$ cat config.mk
export PLATFORM = sky130hd
export DESIGN_NAME = adc_cmdq_seq
export DESIGN_NICKNAME = d
export VERILOG_FILES = /design/src/rtl/adc_cq_pkg.sv /design/src/rtl/cq_ram.sv /design/src/rtl/cq_conv_len.sv /design/src/rtl/adc_cmdq_seq.sv
export SDC_FILE = /design/constraint.sdc
export NUM_CORES = 2
export LEC_CHECK = 0
export ABC_AREA = 1
export BUFFER_PORTS_ARGS = -buffer_cell sky130_fd_sc_hd__buf_2
export CELL_PAD_IN_SITES_DETAIL_PLACEMENT = 1
export CELL_PAD_IN_SITES_GLOBAL_PLACEMENT = 2
export CORE_MARGIN = 5
export CORE_UTILIZATION = 38
export CTS_CLUSTER_SIZE = 16
export DETAILED_ROUTE_END_ITERATION = 6
export PLACE_DENSITY = 0.77
export RECOVER_POWER = 25
export SKIP_LAST_GASP = 1
export SLEW_MARGIN = 30
export SYNTH_ARGS = -nofsm -noshare
export SYNTH_HDL_FRONTEND = slang
export SYNTH_HIERARCHICAL = 1
export SYNTH_SLANG_ARGS = --single-unit
$ cat constraint.sdc
create_clock -name clk -period 7.6 [get_ports clk]
set_input_delay 1.52 -clock clk [delete_from_list [all_inputs] [get_ports clk]]
set_output_delay 1.52 -clock clk [all_outputs]
set_load 0.02 [all_outputs]
$ cat src/rtl/adc_cq_pkg.sv
`timescale 1ns/1ps
package adc_cq_pkg;
    localparam int IDX_W  = 6;
    localparam int CHAN_W = 6;
    localparam int CMD_W  = CHAN_W + 4;

    typedef enum logic [1:0] {
        TRG_SW    = 2'b00,
        TRG_EDGE  = 2'b01,
        TRG_GATED = 2'b10
    } cq_trig_e;

    typedef enum logic [1:0] {
        ST_IDLE,
        ST_EVAL,
        ST_CONV,
        ST_HOLD
    } cq_state_e;

    // field order is decoded by the sequencer: pause is the top bit
    typedef struct packed {
        logic              pause;
        logic              bypass;
        logic [1:0]        win;
        logic [CHAN_W-1:0] chan;
    } cq_cmd_t;
endpackage

$ cat src/rtl/cq_ram.sv
`timescale 1ns/1ps
module cq_ram #(
    parameter int          W       = 10,
    parameter int          DEPTH   = 64,
    parameter int          AW      = $clog2(DEPTH),
    parameter logic [W-1:0] RST_VAL = '0
) (
    input  logic          clk,
    input  logic          rst_n,
    input  logic          we,
    input  logic [AW-1:0] waddr,
    input  logic [W-1:0]  wdata,
    input  logic [AW-1:0] raddr,
    output logic [W-1:0]  rdata
);
    logic [W-1:0] mem_q [DEPTH];
    logic [W-1:0] mem_d [DEPTH];

    always_comb begin
        mem_d = mem_q;
        if (we) begin
            mem_d[waddr] = wdata;
        end
    end

    always_ff @(posedge clk or negedge rst_n) begin
        if (!rst_n) begin
            for (int i = 0; i < DEPTH; i++) begin
                mem_q[i] <= RST_VAL;
            end
        end else begin
            mem_q <= mem_d;
        end
    end

    assign rdata = mem_q[raddr];
endmodule

$ cat src/rtl/cq_conv_len.sv
`timescale 1ns/1ps
module cq_conv_len
    import adc_cq_pkg::*;
#(
    parameter int BASE_CLKS     = 10,
    parameter int INIT_CLKS     = 2,
    parameter int WIN_BASE_CLKS = 2,
    parameter int BYP_MIN_CLKS  = 4,
    parameter int SPECIAL_LO    = 60,
    parameter int CNT_W         = 6
) (
    input  cq_cmd_t          cmd_i,
    output logic [CNT_W-1:0] len_o
);
    logic [CNT_W-1:0] win_clks;
    logic [CNT_W-1:0] fin_clks;
    logic             special;
    logic             skip_init;

    always_comb begin
        win_clks  = CNT_W'(WIN_BASE_CLKS) << cmd_i.win;
        special   = (cmd_i.chan >= CHAN_W'(SPECIAL_LO));
        skip_init = cmd_i.bypass && !special;
        if (skip_init) begin
            fin_clks = (win_clks < CNT_W'(BYP_MIN_CLKS)) ? CNT_W'(BYP_MIN_CLKS) : win_clks;
            len_o    = CNT_W'(BASE_CLKS) + fin_clks;
        end else begin
            fin_clks = win_clks;
            len_o    = CNT_W'(BASE_CLKS) + CNT_W'(INIT_CLKS) + fin_clks;
        end
    end
endmodule

$ cat src/rtl/adc_cmdq_seq.sv
`timescale 1ns/1ps
module adc_cmdq_seq
    import adc_cq_pkg::*;
#(
    parameter int RES_W         = 10,
    parameter int BASE_CLKS     = 10,
    parameter int INIT_CLKS     = 2,
    parameter int WIN_BASE_CLKS = 2,
    parameter int BYP_MIN_CLKS  = 4,
    parameter int SPECIAL_LO    = 60,
    parameter int CNT_W         = 6
) (
    input  logic              clk,
    input  logic              rst_n,
    input  logic              cmd_we_i,
    input  logic [IDX_W-1:0]  cmd_waddr_i,
    input  logic [CMD_W-1:0]  cmd_wdata_i,
    input  logic [1:0]        trig_mode_i,
    input  logic              trig_i,
    input  logic [RES_W-1:0]  smp_data_i,
    input  logic [IDX_W-1:0]  res_raddr_i,
    output logic [RES_W-1:0]  res_rdata_o,
    output logic              conv_active_o,
    output logic [CHAN_W-1:0] conv_chan_o,
    output logic [1:0]        conv_win_o,
    output logic              conv_byp_o,
    output logic              busy_o,
    output logic              paused_o,
    output logic              complete_o,
    output logic              trig_ovr_o,
    output logic [IDX_W-1:0]  cur_idx_o
);
    localparam int DEPTH    = 1 << IDX_W;
    localparam int LAST_IDX = DEPTH - 1;
    localparam int END_CHAN = (1 << CHAN_W) - 1;

    typedef struct packed {
        cq_state_e        st;
        logic [IDX_W-1:0] idx;
        logic [CNT_W-1:0] cnt;
        cq_cmd_t          cmd;
        logic             cmpl;
        logic             ovr;
    } seq_t;

    seq_t             s_q, s_d;
    logic [CMD_W-1:0] cmd_rdata;
    cq_cmd_t          cmd_rd;
    logic [CNT_W-1:0] conv_len;
    logic             res_we;
    logic             pause_on;

    cq_ram #(
        .W      (CMD_W),
        .DEPTH  (DEPTH),
        .AW     (IDX_W),
        .RST_VAL(CMD_W'(END_CHAN))
    ) u_cmd_ram (
        .clk  (clk),
        .rst_n(rst_n),
        .we   (cmd_we_i),
        .waddr(cmd_waddr_i),
        .wdata(cmd_wdata_i),
        .raddr(s_q.idx),
        .rdata(cmd_rdata)
    );

    cq_ram #(
        .W      (RES_W),
        .DEPTH  (DEPTH),
        .AW     (IDX_W),
        .RST_VAL('0)
    ) u_res_ram (
        .clk  (clk),
        .rst_n(rst_n),
        .we   (res_we),
        .waddr(s_q.idx),
        .wdata(smp_data_i),
        .raddr(res_raddr_i),
        .rdata(res_rdata_o)
    );

    assign cmd_rd = cq_cmd_t'(cmd_rdata);

    cq_conv_len #(
        .BASE_CLKS    (BASE_CLKS),
        .INIT_CLKS    (INIT_CLKS),
        .WIN_BASE_CLKS(WIN_BASE_CLKS),
        .BYP_MIN_CLKS (BYP_MIN_CLKS),
        .SPECIAL_LO   (SPECIAL_LO),
        .CNT_W        (CNT_W)
    ) u_len (
        .cmd_i(cmd_rd),
        .len_o(conv_len)
    );

    // pause points only split the queue in edge-triggered mode
    assign pause_on = s_q.cmd.pause && (cq_trig_e'(trig_mode_i) == TRG_EDGE);

    always_comb begin
        s_d    = s_q;
        res_we = 1'b0;
        unique case (s_q.st)
            ST_IDLE: begin
                if (trig_i) begin
                    s_d.st   = ST_EVAL;
                    s_d.idx  = '0;
                    s_d.cmpl = 1'b0;
                    s_d.ovr  = 1'b0;
                end
            end
            ST_EVAL: begin
                if (trig_i) begin
                    s_d.ovr = 1'b1;
                end
                if (cmd_rd.chan == CHAN_W'(END_CHAN)) begin
                    s_d.st   = ST_IDLE;
                    s_d.cmpl = 1'b1;
                end else begin
                    s_d.st  = ST_CONV;
                    s_d.cmd = cmd_rd;
                    s_d.cnt = conv_len;
                end
            end
            ST_CONV: begin
                if (trig_i) begin
                    s_d.ovr = 1'b1;
                end
                s_d.cnt = s_q.cnt - CNT_W'(1);
                if (s_q.cnt == CNT_W'(1)) begin
                    res_we = 1'b1;
                    if (s_q.idx == IDX_W'(LAST_IDX)) begin
                        s_d.st   = ST_IDLE;
                        s_d.cmpl = 1'b1;
                    end else begin
                        s_d.idx = s_q.idx + IDX_W'(1);
                        s_d.st  = pause_on ? ST_HOLD : ST_EVAL;
                    end
                end
            end
            ST_HOLD: begin
                if (trig_i) begin
                    s_d.st = ST_EVAL;
                end
            end
            default: begin
                s_d.st = ST_IDLE;
            end
        endcase
    end

    always_ff @(posedge clk or negedge rst_n) begin
        if (!rst_n) begin
            s_q <= '0;
        end else begin
            s_q <= s_d;
        end
    end

    assign conv_active_o = (s_q.st == ST_CONV);
    assign conv_chan_o   = s_q.cmd.chan;
    assign conv_win_o    = s_q.cmd.win;
    assign conv_byp_o    = s_q.cmd.bypass;
    assign busy_o        = (s_q.st != ST_IDLE);
    assign paused_o      = (s_q.st == ST_HOLD);
    assign complete_o    = s_q.cmpl;
    assign trig_ovr_o    = s_q.ovr;
    assign cur_idx_o     = s_q.idx;
endmodule

==> impl_metrics.yaml <==
timing:
  skew_ps: 30.4
  holdWs_ps: 472
  hold_viol_final: 0
  relSlewSlack_pct: -83.4
  finalCritPeriodShare_pct: 76.2
  drv_slew: 408
  setup_viol: 0
  rsz0062_at_grt: "false"
  fin_crit_ps: 5790
  fmax_mhz: 173
  finalSetupTns_ps: 0
  tightest_slew_ps: 2750
clocking:
  cts_hold_buf: 0
  cts_tree: "built"
  cts.htree.levels: 4
  post_cts_resized: 0
  cts_buffers: 155
  clock_path_buffers: 3
  clk_pin_slew_ps: 50
  clkLatencyLatePin_ps: 790
  post-cts-setup-buffers: 0
  cts_sinks: 1306
  cts_root_buf: "clkbuf_16"
pwr:
  powerDensity_nw_per_um2: 277
  power.switching_mw: 5.58
  power_frac_seq_pct: 43.0
  switching_share_pct: 30.0
  clkPwrFrac_pct: 40.5
  ir_drop_v: 0.000232
  p_int_mw: 13.0
  p_leak_nw: 31.3
  p_comb_share_pct: 16.5
worst_setup_path:
  cp-end-kind: "output port"
  worst_r2r_path_depth: 22
  crit_fanout: 37
  required_ps: 6080
  regToRegSetupSlack_ps: 2970
  worstReg2RegStart: "cur_idx_o[2]"
  cp-start-kind: "input pin"
  r2r_end: "s_q[17]"
  crit_start: "res_raddr_i[2]"
  worstPathArrival_ps: 4270
  path_class: "in2out"
  setup.worst_path.end: "res_rdata_o[0]"
synth:
  synth-seq-area-share_pct: 54.7
  synth_area_sq_um: 60700
  synth_fp_nets: 7721
  ys_ff_latch: 1306
  synth_cells: 7667
  ys_types: 38
  syn_avg_cell_area_sq_um: 7.91
  yosysWarnings: 6
  synth_edf_count: 0
  synthArstFlopShare_pct: 100
  ys.flop_type: "dfrtp_1"
final_layout:
  finalNonFillerCells: 9505
  drive_gt1_share_pct: 11.3
  area_growth_pct: 10.5
  nNetsFinal: 7352
  final_cell_area_sq_um: 67000
global_routing:
  antenna_found_initial: 6
  grt_pass1_vias: 52738
  grt_max_degree: 161
  grt_pass1_wl_mm: 328
  grt_use_total_pct: 24.8
  gr-total-overflow: 0
floorplanning:
  ioPinCount: 68
  die_area_sq_um: 168000
  row_count: 146
  core_sq_um: 159000
  die_x_um: 410
  die_h_um: 410
  start_util_pct: 38.3
place:
  io_buffer_count: 67
  routabilityCongestion: 0.803
  dp.cells: 9210
  placed_cell_area_sq_um: 61800
  place_hpwl_mm: 120
detailed_routing:
  vias_per_cell: 5.39
  drt-total-wl_mm: 210
  drtIter0Drc: 3738
  drc: 2
  drtPass1Iterations: 7
  drtAntennaViolNets: 0
  wl_per_cell_um: 22.1
  dr_total_vias: 51256
job:
  maxCapViolCount: 8
status:
  outcome: "complete, but fails checks"
  violations: "design-rule violations, max-capacitance violations, max-slew violations"
min_path:
  hold_class: "reg2reg"
[worst min-delay path by stage]
stage / start / endpoint / depth (start not counted)
finish: u_cmd_ram/mem_q[393] / u_cmd_ram/mem_q[393] / 2
global route: u_cmd_ram/mem_q[393] / u_cmd_ram/mem_q[393] / 2
CTS: u_cmd_ram/mem_q[393] / u_cmd_ram/mem_q[393] / 2
detailed placement: u_cmd_ram/mem_q[393] / u_cmd_ram/mem_q[393] / 2
global placement: conv_chan_o[1] / conv_chan_o[1] / 2
floorplan: s_q[11] / s_q[11] / 2
[placed cells by master, fill, tap and decap left out, types with 5 or more instances in the layout]
cell type | netlist | final
nand2_1 | 3131 | 3131
o21ai_0 | 1249 | 1249
nand3_1 | 1111 | 1111
dfrtp_1 | 922 | 917
dfstp_2 | 384 | 384
clkbuf_16 | 0 | 163
buf_2 | 76 | 63
clkbuf_1 | 490 | 59
buf_4 | 15 | 51
clkbuf_8 | 0 | 42
o21ai_1 | 41 | 41
inv_1 | 34 | 33
inv_2 | 12 | 30
nor2_1 | 25 | 19
clkinv_2 | 0 | 19
buf_12 | 0 | 18
ha_1 | 16 | 16
nor3_4 | 14 | 15
inv_6 | 0 | 6
diode_2 | 0 | 5
nor2_2 | 1 | 5
bufinv_16 | 0 | 5
[flip-flops by register name (all words and copies together) (netlist names)]
name and count:
conv_win_o 2, cur_idx_o 6, complete_o 1, conv_chan_o 6, s_q 9, u_res_ram/mem_q 640
trig_ovr_o 1, conv_byp_o 1, u_cmd_ram/mem_q 640
[kinds of logic after synthesis]
group	count (synthesis)	share of synthesized area [%]
simple gates	4307	29.4
flops	1306	54.7
compound gates	1296	10.7
buf+inv	740	4.87
fa+ha+maj	16	0.330
xor+xnor	1	0.0144
other cells	1	0.00618
[worst max-delay path: stages]
cell and delay (ps):
buf_4 280, inv_2 610, buf_4 540, nand3_1 130, nand2_1 100, nand2_1 120
nand3_1 210, nand3_1 240, nand2_1 260, buf_2 210
[stage by stage]
stage / power [mW] / utilization [%] / setup WS (ps)
detailed placement: 11.2 / 39.0 / 1880
finish: 18.6 / 42.3 / 1810
floorplan: 10.0 / - / 3300
global placement: 11.1 / 39.0 / 1830
CTS: 18.9 / 42.3 / 1880
global route: 19.6 / 42.3 / 955
[final cells by class]
class | count | area (sq um)
diodes | 5 | 12.5
clock buffers | 258 | 4860
clock inverters | 29 | 308
fillers | 19056 | 91500
inverters | 70 | 289
multi-input cells | 5621 | 24600
flip-flops and latches | 1306 | 33200
well taps | 2072 | 2590
repair buffers | 144 | 1170
[power groups by stage]
stage	logic, mW	registers [mW]	clock network, mW
6_report	3.07	8.00	7.52
5_1_grt	3.44	8.07	8.05
4_1_cts	3.12	8.00	7.74
3_5_place_dp	3.11	8.11	0
3_3_place_gp	3.05	8.09	0
2_1_floorplan	2.01	7.99	0
[cell usage after synthesis (3+ instances only)]
cell type	number	area share [%]
clkbuf_2	6	0.050
inv_1	34	0.21
or2_2	3	0.031
nand2_1	3131	19
buf_1	81	0.50
clkinv_1	24	0.15
buf_2	76	0.63
inv_2	12	0.074
o21ai_1	41	0.34
o21ai_0	1249	10
dfstp_2	384	17
buf_4	15	0.19
nor3_1	6	0.050
clkbuf_1	490	3.0
dfrtp_1	922	38
nor2_1	25	0.15
nor3_4	14	0.38
ha_1	16	0.33
nand2_4	3	0.056
nand3_1	1111	9.2
[metal layers]
metal | vias up | global-route usage (%) | part of all wire (%)
li1 | 24257 | - | -
met1 | 25850 | 34.2 | 46
met2 | 858 | 41.2 | 47
met3 | 289 | 3.27 | 3.7
met4 | 2 | 6.95 | 2.7
met5 | - | 0 | 0.0062
No activity file was read; power rests on OpenSTA's default activity.
